### src/rtl/la_cmd_decoder.sv
module la_cmd_decoder #(
  parameter int NUM_STAGES = 4,
  parameter int DIV_W      = 24,
  parameter int CNT_W      = 16,
  parameter int FLAG_W     = 16
) (
  input  logic                     clk,
  input  logic                     rst_n,
  input  logic                     rx_valid,
  input  logic [7:0]               rx_data,
  input  logic                     tx_ready,
  output logic                     tx_valid,
  output logic [7:0]               tx_data,
  output logic                     reset_pulse,
  output logic                     run_pulse,
  output logic [NUM_STAGES*32-1:0] trig_mask,
  output logic [NUM_STAGES*32-1:0] trig_value,
  output logic [NUM_STAGES*32-1:0] trig_cfg,
  output logic [DIV_W-1:0]         clk_div,
  output logic [CNT_W-1:0]         read_cnt,
  output logic [CNT_W-1:0]         delay_cnt,
  output logic [FLAG_W-1:0]        flags,
  output logic [3:0]               grp_en
);

  localparam logic [7:0] OP_RESET = 8'h00;
  localparam logic [7:0] OP_RUN   = 8'h01;
  localparam logic [7:0] OP_IDENT = 8'h02;
  localparam logic [7:0] OP_DIV   = 8'h80;
  localparam logic [7:0] OP_SIZE  = 8'h81;
  localparam logic [7:0] OP_FLAGS = 8'h82;

  logic        in_frame;
  logic [1:0]  arg_cnt;
  logic [7:0]  op_q;
  logic [23:0] arg_q;
  logic [31:0] full_arg;
  logic        tx_busy;
  logic [1:0]  tx_idx;

  logic [31:0] mask_r  [NUM_STAGES];
  logic [31:0] value_r [NUM_STAGES];
  logic [31:0] cfg_r   [NUM_STAGES];

  assign full_arg = {rx_data, arg_q};
  assign tx_valid = tx_busy;
  assign tx_data  = (tx_idx == 2'd0) ? 8'h31 :
                    (tx_idx == 2'd1) ? 8'h53 :
                    (tx_idx == 2'd2) ? 8'h4C : 8'h4F;
  assign grp_en   = ~flags[5:2];

  for (genvar s = 0; s < NUM_STAGES; s++) begin : g_stage_out
    assign trig_mask[s*32 +: 32]  = mask_r[s];
    assign trig_value[s*32 +: 32] = value_r[s];
    assign trig_cfg[s*32 +: 32]   = cfg_r[s];
  end

  always_ff @(posedge clk) begin
    if (!rst_n) begin
      in_frame    <= 1'b0;
      arg_cnt     <= '0;
      op_q        <= '0;
      arg_q       <= '0;
      tx_busy     <= 1'b0;
      tx_idx      <= '0;
      reset_pulse <= 1'b0;
      run_pulse   <= 1'b0;
      clk_div     <= '0;
      read_cnt    <= '0;
      delay_cnt   <= '0;
      flags       <= '0;
      for (int s = 0; s < NUM_STAGES; s++) begin
        mask_r[s]  <= '0;
        value_r[s] <= '0;
        cfg_r[s]   <= '0;
      end
    end else begin
      reset_pulse <= 1'b0;
      run_pulse   <= 1'b0;
      if (tx_busy && tx_ready) begin
        if (tx_idx == 2'd3) tx_busy <= 1'b0;
        tx_idx <= tx_idx + 2'd1;
      end
      if (rx_valid) begin
        if (!in_frame) begin
          if (rx_data[7]) begin
            in_frame <= 1'b1;
            op_q     <= rx_data;
            arg_cnt  <= '0;
          end else begin
            case (rx_data)
              OP_RESET: begin
                reset_pulse <= 1'b1;
                tx_busy     <= 1'b0;
                tx_idx      <= '0;
                clk_div     <= '0;
                read_cnt    <= '0;
                delay_cnt   <= '0;
                flags       <= '0;
                for (int s = 0; s < NUM_STAGES; s++) begin
                  mask_r[s]  <= '0;
                  value_r[s] <= '0;
                  cfg_r[s]   <= '0;
                end
              end
              OP_RUN: run_pulse <= 1'b1;
              OP_IDENT: if (!tx_busy) begin
                tx_busy <= 1'b1;
                tx_idx  <= '0;
              end
              default: ;
            endcase
          end
        end else begin
          arg_cnt <= arg_cnt + 2'd1;
          arg_q   <= {rx_data, arg_q[23:8]};
          if (arg_cnt == 2'd3) begin
            in_frame <= 1'b0;
            case (op_q)
              OP_DIV:   clk_div <= full_arg[DIV_W-1:0];
              OP_SIZE: begin
                read_cnt  <= full_arg[CNT_W-1:0];
                delay_cnt <= full_arg[16 +: CNT_W];
              end
              OP_FLAGS: flags <= full_arg[FLAG_W-1:0];
              default: if (op_q[7:6] == 2'b11) begin
                for (int s = 0; s < NUM_STAGES; s++) begin
                  if (int'(op_q[5:2]) == s) begin
                    case (op_q[1:0])
                      2'd0:    mask_r[s]  <= full_arg;
                      2'd1:    value_r[s] <= full_arg;
                      2'd2:    cfg_r[s]   <= full_arg;
                      default: ;
                    endcase
                  end
                end
              end
            endcase
          end
        end
      end
    end
  end


  rst_src_chk: assert property (@(posedge clk) disable iff (!rst_n)
    reset_pulse |-> ($past(rx_valid) && $past(rx_data) == 8'h00));


  rst_clear_chk: assert property (@(posedge clk) disable iff (!rst_n)
    reset_pulse |-> (flags == '0 && clk_div == '0 && read_cnt == '0 &&
                     delay_cnt == '0 && trig_mask == '0 && !tx_valid));


  run_src_chk: assert property (@(posedge clk) disable iff (!rst_n)
    run_pulse |-> ($past(rx_valid) && $past(rx_data) == 8'h01));


  tx_hold_chk: assert property (@(posedge clk) disable iff (!rst_n)
    (tx_valid && !tx_ready) |=> ((tx_valid && $stable(tx_data)) || reset_pulse));


  tx_first_chk: assert property (@(posedge clk) disable iff (!rst_n)
    $rose(tx_valid) |-> (tx_data == 8'h31));

endmodule

### config.mk
export PLATFORM = sky130hd
export DESIGN_NAME = la_cmd_decoder
export DESIGN_NICKNAME = d
export VERILOG_FILES = /design/src/rtl/la_cmd_decoder.sv
export SDC_FILE = /design/constraint.sdc
export NUM_CORES = 1
export LEC_CHECK = 0
export ABC_CLOCK_PERIOD_IN_PS = 9940
export CORE_UTILIZATION = 52
export DETAILED_ROUTE_END_ITERATION = 8
export PLACE_DENSITY = 0.82
export SYNTH_ARGS = -nofsm -noshare
export SYNTH_HDL_FRONTEND = slang
export SYNTH_SLANG_ARGS = --single-unit
### constraint.sdc
create_clock -name clk -period 9.94 [get_ports clk]
set_input_delay 1.491 -clock clk [delete_from_list [all_inputs] [get_ports clk]]
set_output_delay 1.491 -clock clk [all_outputs]
set_load 0.01 [all_outputs]
==> summary.md, run 1 <==
| Metric | Value |
|---|---|
| Status | `completed` |
| Post-Layout Cell Count | `2,325` |
| DR iter-0 viols | `1,292` |
| Worst Setup Path Type | `in2reg` |
| RSZ-0062 raised after global routing | `no` |
| Grt total ovfl | `0` |
| Synth area leader | `edfxtp_1` |
| IO Pins | `483` |
| Post-synthesis sequential area ratio | `70.7%` |
| Post-Syn Nets | `1,436` |
| PD cells | `171 nW/um^2` |
| Share of cells above drive strength 1 | `6.08%` |
| H-tree levels | `2` |
| Starting density of the core | `53.5%` |
| Final setup fails | `0` |
| Router iterations before antenna repair | `5` |
| Core Region | `33,900 um^2` |
| Worst reg2reg path depth | `4` |
| Total global-route track usage | `30.7%` |
| Vias/cell | `5.65` |
| CTS tree | `done` |
| Critical path launch point type | `primary input` |
| Num CTS Buffers | `48` |
| Clock sink count | `496` |
| Hold Violations, Final | `0` |
| Initial antenna violation count | `3` |
| Worst Path Required | `10,370 ps` |
| Global placer's final weighted congestion | `0.860` |
| Port Buffer Count | `481` |
| Netlist Area Pre-Place | `18,100 um^2` |
| Post-CTS setup buffers | `0` |
| Setup TNS | `0 ps` |
| PostCTS Resize Cnt | `0` |
| Largest cells by area after synthesis | `edfxtp_1 48%, dfxtp_1 23%, and2_1 9.7%` |
| YS warnings | `0` |
| ANT nets after route | `0` |
| Max-Cap Viols | `0` |
| Sw Pwr | `894 uW` |
| WL met1 | `21.3 mm` |
| Post-Syn Instances | `1,419` |
| Hold_buf cts | `0` |
| Area grow syn2layout | `36.8%` |
| Clk slew on worst S/H paths | `60 ps` |
| Syn Area/Cell | `12.8 um^2` |
| DRC Markers | `0` |
| Largest net degree at the start of global routing | `90` |
| Filler cell count | `2,203` |
| DRT Wirelength | `56.2 mm` |
| Top routing layer used | `met5` |
| Met2 Wirelength | `27.2 mm` |
| Max Fanout on Critical Path | `33` |
| Logic gate share of total power | `4.5%` |
| Worst-case clock buffer depth | `3` |
| DIE HEIGHT | `189 um` |
| Post-synth ARST share | `0%` |
| Met3 WL | `5.30 mm` |
| HPWL Detailed | `37.1 mm` |
| Part of the power in registers | `52.9%` |
| Crit path DAT | `4960 ps` |
| Clk_lat worst skew | `540 ps` |
| Slew @ Worst Pin | `1290 ps` |
| Library cells used by synthesis | `50` |
| FMAX | `220 MHz` |
| Final net count | `1,853` |
| Wire per inst | `24.2 um` |
| Die footprint | `35,600 um^2` |
| Core Rows | `67` |
| First-pass GRT wire length | `81.1 mm` |
| CTS Root Cell | `clkbuf_16` |
| Final Skew | `16.4 ps` |
| Pint | `3.35 mW` |
| Worst vdd ir | `118 uV` |
| Post-synth EDFFs | `288` |
| Net Sw Frac | `21.0%` |
| Post-synthesis register bit count | `496` |
| Dominant synthesized flop cell | `edfxtp_1` |
| Final period util | `45.7%` |
| WHS Path Cells | `2` |
| Die Wd | `189 um` |
| Vias in the first global route | `12,736` |
| Final min period | `4540 ps` |
| Leak pwr | `8.92 nW` |
| Commonest cells after routing, fill and taps aside | `480 x clkdlybuf4s50_1, 288 x edfxtp_1, 281 x and2_1` |
| Slew Viols, Final | `0` |
| Crit path capture type | `flop` |
| Commonest non-fill, non-tap cell in the layout | `clkdlybuf4s50_1` |
| Hold WC Path Type | `reg2reg` |
| Max_slew headroom | `14.2%` |
| Dpl cells | `2,233` |
| Total number of vias | `13,125` |
| Clock share of power | `42.6%` |
| Post-synth top area share | `47.7%` |
==> kinds of logic (layout without fill, tap and decap cells) <==
logic type / Yosys count / in the layout / share of synthesized area, %
fa+ha+maj: 5 / 5 / 0.345
buf+inv: 139 / 595 / 3.08
compound gates: 219 / 219 / 8.92
xor+xnor: 2 / 2 / 0.0967
simple gates: 542 / 542 / 16.0
mux: 15 / 15 / 0.829
flops: 496 / 496 / 70.7
other cells: 1 / 3 / 0.0207
==> per-stage QoR <==
step	hold slack, ps	power (mW)	util, %	setup WS [ps]	cell area [um^2]
after detailed placement	452	2.48	68.5	4810	23200
after global placement	445	2.48	68.5	4960	23200
after CTS	462	4.25	73.1	5330	24800
after global routing	487	4.35	73.2	5330	24800
after floorplan	456	2.35	-	4830	18100
final	462	4.25	73.2	5400	24800
==> area by class of cell <==
class                   count  area (um^2)  share of cell area, %
well taps                 448          561                   2.26
multi-input cells         784         4880                   19.7
inverters                  13         53.8                  0.217
clock inverters            21          210                  0.848
repair buffers            493         4910                   19.8
clock buffers              68         1360                   5.48
flip-flops and latches    496        12800                   51.7
diodes                      2         5.00                 0.0202
==> per-layer routing <==
| layer | GRT usage [%] | vias up |
|---|---|---|
| li1 | - | 5808 |
| met1 | 39.1 | 6411 |
| met2 | 50.9 | 768 |
| met3 | 6.54 | 134 |
| met4 | 13.2 | 4 |
| met5 | 0 | - |
==> final timing paths <==
| path | from | end | slack (ps) |
|---|---|---|---|
| hold / removal | read_cnt[11] | read_cnt[11] | 460 |
| setup / recovery | rx_data[2] | value_r[2][26] | 5400 |
| hold reg to reg | read_cnt[11] | read_cnt[11] | 460 |
| setup reg to reg | in_frame | value_r[1][12] | 6560 |
==> synth_stat cells, types with 5 or more instances <==
cell type,number
nand3_1,33
o22ai_1,50
o21ai_0,34
nor3_1,11
and3_1,5
inv_1,11
nor2_1,28
a21oi_1,33
buf_2,7
mux2i_1,15
a22o_1,72
ha_1,5
nand2_1,160
clkbuf_1,112
edfxtp_1,288
dfxtp_1,208
a32o_1,14
and2_1,281
==> flip-flops by register name, summed over array words and instances (netlist names), 2 cells and up <==
signal and count:
arg_cnt 2, value_r 128, delay_cnt 16, op_q 8
flags 16, arg_q 24, cfg_r 128, read_cnt 16
mask_r 128, clk_div 24, tx_idx 2
==> power by group through the flow <==
| stage | logic, mW | registers [mW] | clock network, mW |
|---|---|---|---|
| floorplan | 0.0559 | 2.30 | 0 |
| global placement | 0.186 | 2.29 | 0 |
| detailed placement | 0.191 | 2.29 | 0 |
| CTS | 0.192 | 2.25 | 1.82 |
| global route | 0.201 | 2.25 | 1.90 |
| finish | 0.192 | 2.25 | 1.81 |
==> critical path, stage by stage <==
cell	delay, ps
clkdlybuf4s50_1	850
or4b_4	760
o41a_2	840
o31a_1	490
buf_8	270
a22o_1	240
Power figures use the tool's default switching activity.
==> inputs of run 2 (changes only) <==
Settings changed: ABC_CLOCK_PERIOD_IN_PS 9940 to 4500, CORE_UTILIZATION 52 to 48, PLACE_DENSITY 0.82 to 0.76.
Clock period 9.94 ns to 4.5 ns, I/O delays scaled along.
==> run 2 against run 1 <==
Net effect: power grew 120%; critical path type unchanged; critical path depth shrank 2; largest power group unchanged; count of clock-buffer cells in the layout rose by 3; largest cell class unchanged; setup slack got worse by 4200 ps; hold slack lost 0.63 ps; register-to-register slack got worse by 5400 ps; cell count increased by 2.7%; sequential cell count did not move; core utilization shrank 5.8 points.
==> summary.md, run 2 (same netlist as run 1, synthesis figures left out) <==
| Metric | Value |
|---|---|
| Die footprint | `38,500 um^2 (+8.2%)` |
| Die Wd | `196 um (+4.0%)` |
| DIE HEIGHT | `196 um (+4.0%)` |
| CP max stage cell | `o21ai_4` |
| Worst reg2reg path depth | `3 (-1)` |
| Setup TNS | `0 ps (unchanged)` |
| Clock sink count | `496 (unchanged)` |
| Status | `completed` |
| Total global-route track usage | `29.2% (-1.5 points)` |
| Share of cells above drive strength 1 | `6.37% (+0.29 points)` |
| Vias in the first global route | `12,927 (+1.5%)` |
| IO Pins | `483 (unchanged)` |
| Port Buffer Count | `481 (unchanged)` |
| Critical path launch point type | `primary input` |
| PostCTS Resize Cnt | `0 (unchanged)` |
| Clock share of power | `41.1% (-1.5 points)` |
| Worst Setup Path Type | `in2reg` |
| CTS tree | `done` |
| WHS Path Cells | `2 (unchanged)` |
| ANT nets after route | `0 (unchanged)` |
| Final instance area | `24,800 um^2 (+0.18%)` |
| Final net count | `1,866 (+0.70%)` |
| First-pass GRT wire length | `83.0 mm (+2.3%)` |
| CP Cell Sequence | `clkdlybuf4s50_1 > and3_1 > nand4_1 > o21ai_4` |
| Buf/Inv on CP | `1 (-1)` |
| Place WS | `690 ps (-4120 ps)` |
| Final period util | `73.2%` |
| CP top delay family | `compound AO/OA/AOI/OAI gates` |
| R2r endpoint | `cfg_r[3][5]` |
| Final min period | `3290 ps` |
| Final Skew | `24.9 ps (+8.47 ps)` |
| Part of the power in registers | `54.1% (+1.2 points)` |
| Total Power | `9.17 mW (+120%)` |
| Crit path capture type | `flop` |
| Largest net degree at the start of global routing | `89 (-1.1%)` |
| Clk slew on worst S/H paths | `60 ps (about the same)` |
| Hold WC Path Type | `reg2reg` |
| Max Fanout on Critical Path | `32 (-3.0%)` |
| H-tree levels | `2 (unchanged)` |
| DRT Wirelength | `57.2 mm (+1.8%)` |
| Num CTS Buffers | `49 (+2.1%)` |
| Worst Hold Path EP | `read_cnt[12]` |
| Placed cell area | `23,400 um^2 (+0.72%)` |
| Starting density of the core | `49.1% (-4.4 points)` |
| Wire per inst | `24.0 um (-0.85%)` |
| Final setup fails | `0 (unchanged)` |
| Sw Pwr | `1.97 mW (+120%)` |
| Logic gate share of total power | `4.8% (+0.3 points)` |
| Max-Cap Viols | `0 (unchanged)` |
| Total number of vias | `13,080 (-0.34%)` |
| Max incr delay on CP | `1120 ps (+270 ps)` |
| Largest regs | `cfg_r x128, mask_r x128, value_r x128` |
| Crit path DAT | `3460 ps (-1500 ps)` |
| Grt total ovfl | `0 (unchanged)` |
| Clk_lat worst skew | `570 ps (+30 ps)` |
| Slew Viols, Final | `0 (unchanged)` |
| Area grow syn2layout | `37.1%` |
| Worst vdd ir | `241 uV (+100%)` |
| Global placer's final weighted congestion | `0.868 (+0.93%)` |
| DR iter-0 viols | `1,164 (-9.9%)` |
| Router iterations before antenna repair | `6 (+1)` |
| Core Rows | `70 (+4.5%)` |
| Max_slew headroom | `16.4% (+2.2 points)` |
| Hold_buf cts | `0 (unchanged)` |
| Reg2reg setup slack | `1210 ps (-5350 ps)` |
| Initial antenna violation count | `3 (unchanged)` |
| Worst Path Required | `4670 ps (-5700 ps)` |
| Commonest cells after routing, fill and taps aside | `480 x clkdlybuf4s50_1, 288 x edfxtp_1, 281 x and2_1` |
| Setup WS post-layout | `1210 ps (-4200 ps)` |
| PD cells | `369 nW/um^2 (+120%)` |
| DRC Markers | `0 (unchanged)` |
| CTS Root Cell | `clkbuf_16` |
| HPWL Detailed | `38.2 mm (+3.0%)` |
| Commonest non-fill, non-tap cell in the layout | `clkdlybuf4s50_1` |
| Worst-case clock buffer depth | `3 (unchanged)` |
| Pint | `7.20 mW (+110%)` |
| R2R Path Start | `in_frame` |
| Hold path startpoint | `read_cnt[12]` |
| Slew @ Worst Pin | `1250 ps (-33.6 ps)` |
| Net Sw Frac | `21.5% (+0.42 points)` |
| Core Region | `36,900 um^2 (+8.9%)` |
| Vias/cell | `5.48 (-3.0%)` |
| FMAX | `304 MHz` |
| RSZ-0062 raised after global routing | `no` |
| Leak pwr | `8.92 nW (about the same)` |
| Hold Violations, Final | `0 (unchanged)` |
| Post-CTS setup buffers | `0 (unchanged)` |
==> run 2: cell count changes in the layout (fill, tap and decap cells not counted), sizes merged <==
cell	change
bufinv	-4
clkbuf	+3
inv	-2
buf	+12
clkinv	-2
diode	-1
clkinvlp	+1
==> run 2: power by group through the flow <==
stage	clock [mW]	combinational, mW	sequential, mW
after floorplan	0	0.123	5.07
after global placement	0	0.432	5.05
after detailed placement	0	0.440	5.05
after CTS	3.80	0.441	4.96
after global routing	3.95	0.460	4.96
final	3.77	0.439	4.96
==> run 2: worst max path at each step <==
stage	slack [ps]	depth (start not counted)	end	startpoint
final	1210	4	cfg_r[3][5]	rx_valid
after global routing	1060	3	cfg_r[3][4]	in_frame
after CTS	1270	3	value_r[3][13]	in_frame
after detailed placement	690	4	value_r[3][8]	rx_valid
after global placement	790	4	cfg_r[1][5]	rx_valid
after floorplan	210	5	cfg_r[0][0]	rx_valid
==> run 2: per-layer routing <==
layer | share of wire [%] | up-vias | GRT usage, %
met3 | 9.5 | 115 | 6.46
met4 | 3.6 | 0 | 11.4
met2 | 49 | 722 | 48.7
li1 | - | 5829 | -
met5 | 0 | - | 0
met1 | 38 | 6414 | 37.1
==> run 2: tightest hold or removal path, stage by stage (launching register included) <==
cell and delay [ps]:
dfxtp_1 310, nand2_1 50, o21ai_0 60
==> run 2: final cells by class <==
type	instances	area (um^2)
antenna	1	2.50
clock inverter	14	80.1
sequential	496	12800
timing repair buffer	505	4990
inverter	13	53.8
multi-input combinational	784	4880
fill	2627	12000
clock buffer	71	1380
tap	504	631
==> run 2: stage by stage <==
| step | instances | hold slack (ps) | util (%) |
|---|---|---|---|
| 2_1_floorplan | 1419 | 456 | - |
| 3_3_place_gp | 2302 | 445 | 63.4 |
| 4_1_cts | 2387 | 460 | 67.3 |
| 3_5_place_dp | 2302 | 452 | 63.4 |
| 5_1_grt | 2387 | 481 | 67.3 |
| 6_report | 2388 | 461 | 67.3 |
==> inputs of run 3 (changes only) <==
Settings changed: ABC_CLOCK_PERIOD_IN_PS 4500 to 3450.
Clock period 4.5 ns to 3.45 ns, I/O delays scaled along.
==> run 3 against run 2 <==
Net effect: die area unchanged; power increased by 33%; sequential share of layout area decreased by 0.44 points; wire length increased by 0.20%; core utilization increased by 0.58 points; combinational power increased by 33%; critical endpoint is now value_r[0][3]; highest routed layer unchanged.
==> summary.md, run 3 (same netlist as run 1, synthesis figures left out) <==
| Metric | Value |
|---|---|
| Commonest non-fill, non-tap cell in the layout | `clkdlybuf4s50_1` |
| Worst Path Required | `3630 ps (-1040 ps)` |
| Core Rows | `70 (unchanged)` |
| Clock sink count | `496 (unchanged)` |
| Max Fanout on Critical Path | `32 (unchanged)` |
| Hold WC Path Type | `reg2reg` |
| Port Buffer Count | `481 (unchanged)` |
| Global placer's final weighted congestion | `0.852 (-1.8%)` |
| PD cells | `486 nW/um^2 (+32%)` |
| Final min period | `2860 ps` |
| Total number of vias | `13,158 (+0.60%)` |
| Worst Setup Path Type | `reg2reg` |
| Max_slew headroom | `19.8% (+3.3 points)` |
| Filler cell count | `2,615 (-0.46%)` |
| Core Region | `36,900 um^2 (unchanged)` |
| CTS tree | `done` |
| Final setup fails | `0 (unchanged)` |
| Buf/Inv on CP | `1 (unchanged)` |
| Max-Cap Viols | `0 (unchanged)` |
| DRT Wirelength | `57.4 mm (+0.20%)` |
| Total global-route track usage | `29.3% (+0.035 points)` |
| Wire per inst | `23.8 um (-0.67%)` |
| CP startpoint | `in_frame` |
| DIE HEIGHT | `196 um (unchanged)` |
| Final Util | `67.9% (+0.58 points)` |
| Die footprint | `38,500 um^2 (unchanged)` |
| Initial antenna violation count | `3 (unchanged)` |
| IO Pins | `483 (unchanged)` |
| Hold Violations, Final | `0 (unchanged)` |
| Grt total ovfl | `0 (unchanged)` |
| Die Wd | `196 um (unchanged)` |
| Slew Viols, Final | `0 (unchanged)` |
| Worst-case clock buffer depth | `3 (unchanged)` |
| R2R Path Start | `in_frame` |
| ANT nets after route | `0 (unchanged)` |
| Post-CTS setup buffers | `0 (unchanged)` |
| Commonest cells after routing, fill and taps aside | `480 x clkdlybuf4s50_1, 288 x edfxtp_1, 281 x and2_1` |
| Num CTS Buffers | `49 (unchanged)` |
| Setup WS post-layout | `593 ps (-612 ps)` |
| Critical path launch point type | `flop` |
| FMAX | `350 MHz` |
| RSZ-0062 raised after global routing | `no` |
| Total Power | `12.2 mW (+33%)` |
| Hold path startpoint | `delay_cnt[8]` |
| Largest regs | `cfg_r x128, mask_r x128, value_r x128` |
| Hold_buf cts | `0 (unchanged)` |
| DRC Markers | `0 (unchanged)` |
| CP max stage cell | `o21ai_4` |
| PostCTS Resize Cnt | `0 (unchanged)` |
| Slew @ Worst Pin | `1200 ps (-52.8 ps)` |
| Vias in the first global route | `12,574 (-2.7%)` |
| Crit path DAT | `3030 ps (-430 ps)` |
| Share of cells above drive strength 1 | `7.62% (+1.2 points)` |
| CTS Root Cell | `clkbuf_16` |
| Area grow syn2layout | `38.2%` |
| H-tree levels | `2 (unchanged)` |
| Place WS | `194 ps (-496 ps)` |
| DR iter-0 viols | `1,006 (-14%)` |
| Status | `completed` |
| Final Skew | `8.71 ps (-16.2 ps)` |
| Clk_lat worst skew | `560 ps (about the same)` |
| Final period util | `82.8%` |
| CP top delay family | `compound AO/OA/AOI/OAI gates` |
| Worst vdd ir | `369 uV (+53%)` |
| HPWL Detailed | `38.0 mm (-0.37%)` |
| Router iterations before antenna repair | `5 (-1)` |
| Crit path capture type | `flop` |
| Clk slew on worst S/H paths | `60 ps (about the same)` |
| CP Cell Sequence | `and3_1 > o2111ai_1 > buf_4 > o21ai_4` |
| Starting density of the core | `49.1% (unchanged)` |
| Vias/cell | `5.46 (-0.28%)` |
| Final net count | `1,883 (+0.91%)` |
| First-pass GRT wire length | `83.1 mm (+0.20%)` |
| Largest net degree at the start of global routing | `88 (-1.1%)` |
| Max incr delay on CP | `920 ps (-200 ps)` |
| Leak pwr | `9.03 nW (+1.3%)` |
-- run 3: power breakdown --
part | switching, mW | internal (mW)
Combinational | 0.334 | 0.249
Clock | 2.23 | 2.89
Sequential | 0.0834 | 6.37
Total | 2.65 | 9.51
-- run 3: final cells by class --
cell class / count / area (um^2) / share of cell area, %
Multi-Input combinational cell: 784 / 4880 / 19.5
Antenna cell: 2 / 5.00 / 0.0200
Clock buffer: 68 / 1430 / 5.72
Timing Repair Buffer: 522 / 5120 / 20.4
Sequential cell: 496 / 12800 / 51.2
Clock inverter: 20 / 111 / 0.445
Tap cell: 504 / 631 / 2.52
Inverter: 13 / 53.8 / 0.215
-- run 3: layer usage --
layer | vias up | track usage [%] | share of wire (%) | routed length [um]
met5 | - | 0 | 0 | 0
met4 | 0 | 7.75 | 2.3 | 1300
met3 | 87 | 7.75 | 9.8 | 5640
met2 | 675 | 47.9 | 48 | 27400
met1 | 6511 | 38.5 | 40 | 23000
li1 | 5885 | - | - | -
-- run 3: worst register-to-register path, cell delays in order (launching register included) --
cell and delay [ps]:
dfxtp_1 720, and3_1 420, o2111ai_1 170, buf_4 220
o21ai_4 920
-- run 3: through the flow --
stage	cells	hold slack [ps]	setup TNS [ps]	instance area (um^2)
4_1_cts	2407	461	0	25000
5_1_grt	2407	488	0	25000
6_report	2409	456	0	25000
2_1_floorplan	1419	456	-65540	18100
3_3_place_gp	2319	446	0	23500
3_5_place_dp	2319	451	0	23500
-- run 3: final timing paths --
path | endpoint | slack, ps | cells past startpoint
setup / recovery | value_r[0][3] | 590 | 4
hold / removal | delay_cnt[8] | 460 | 2
setup reg to reg | value_r[0][3] | 590 | 4
hold reg to reg | delay_cnt[8] | 460 | 2
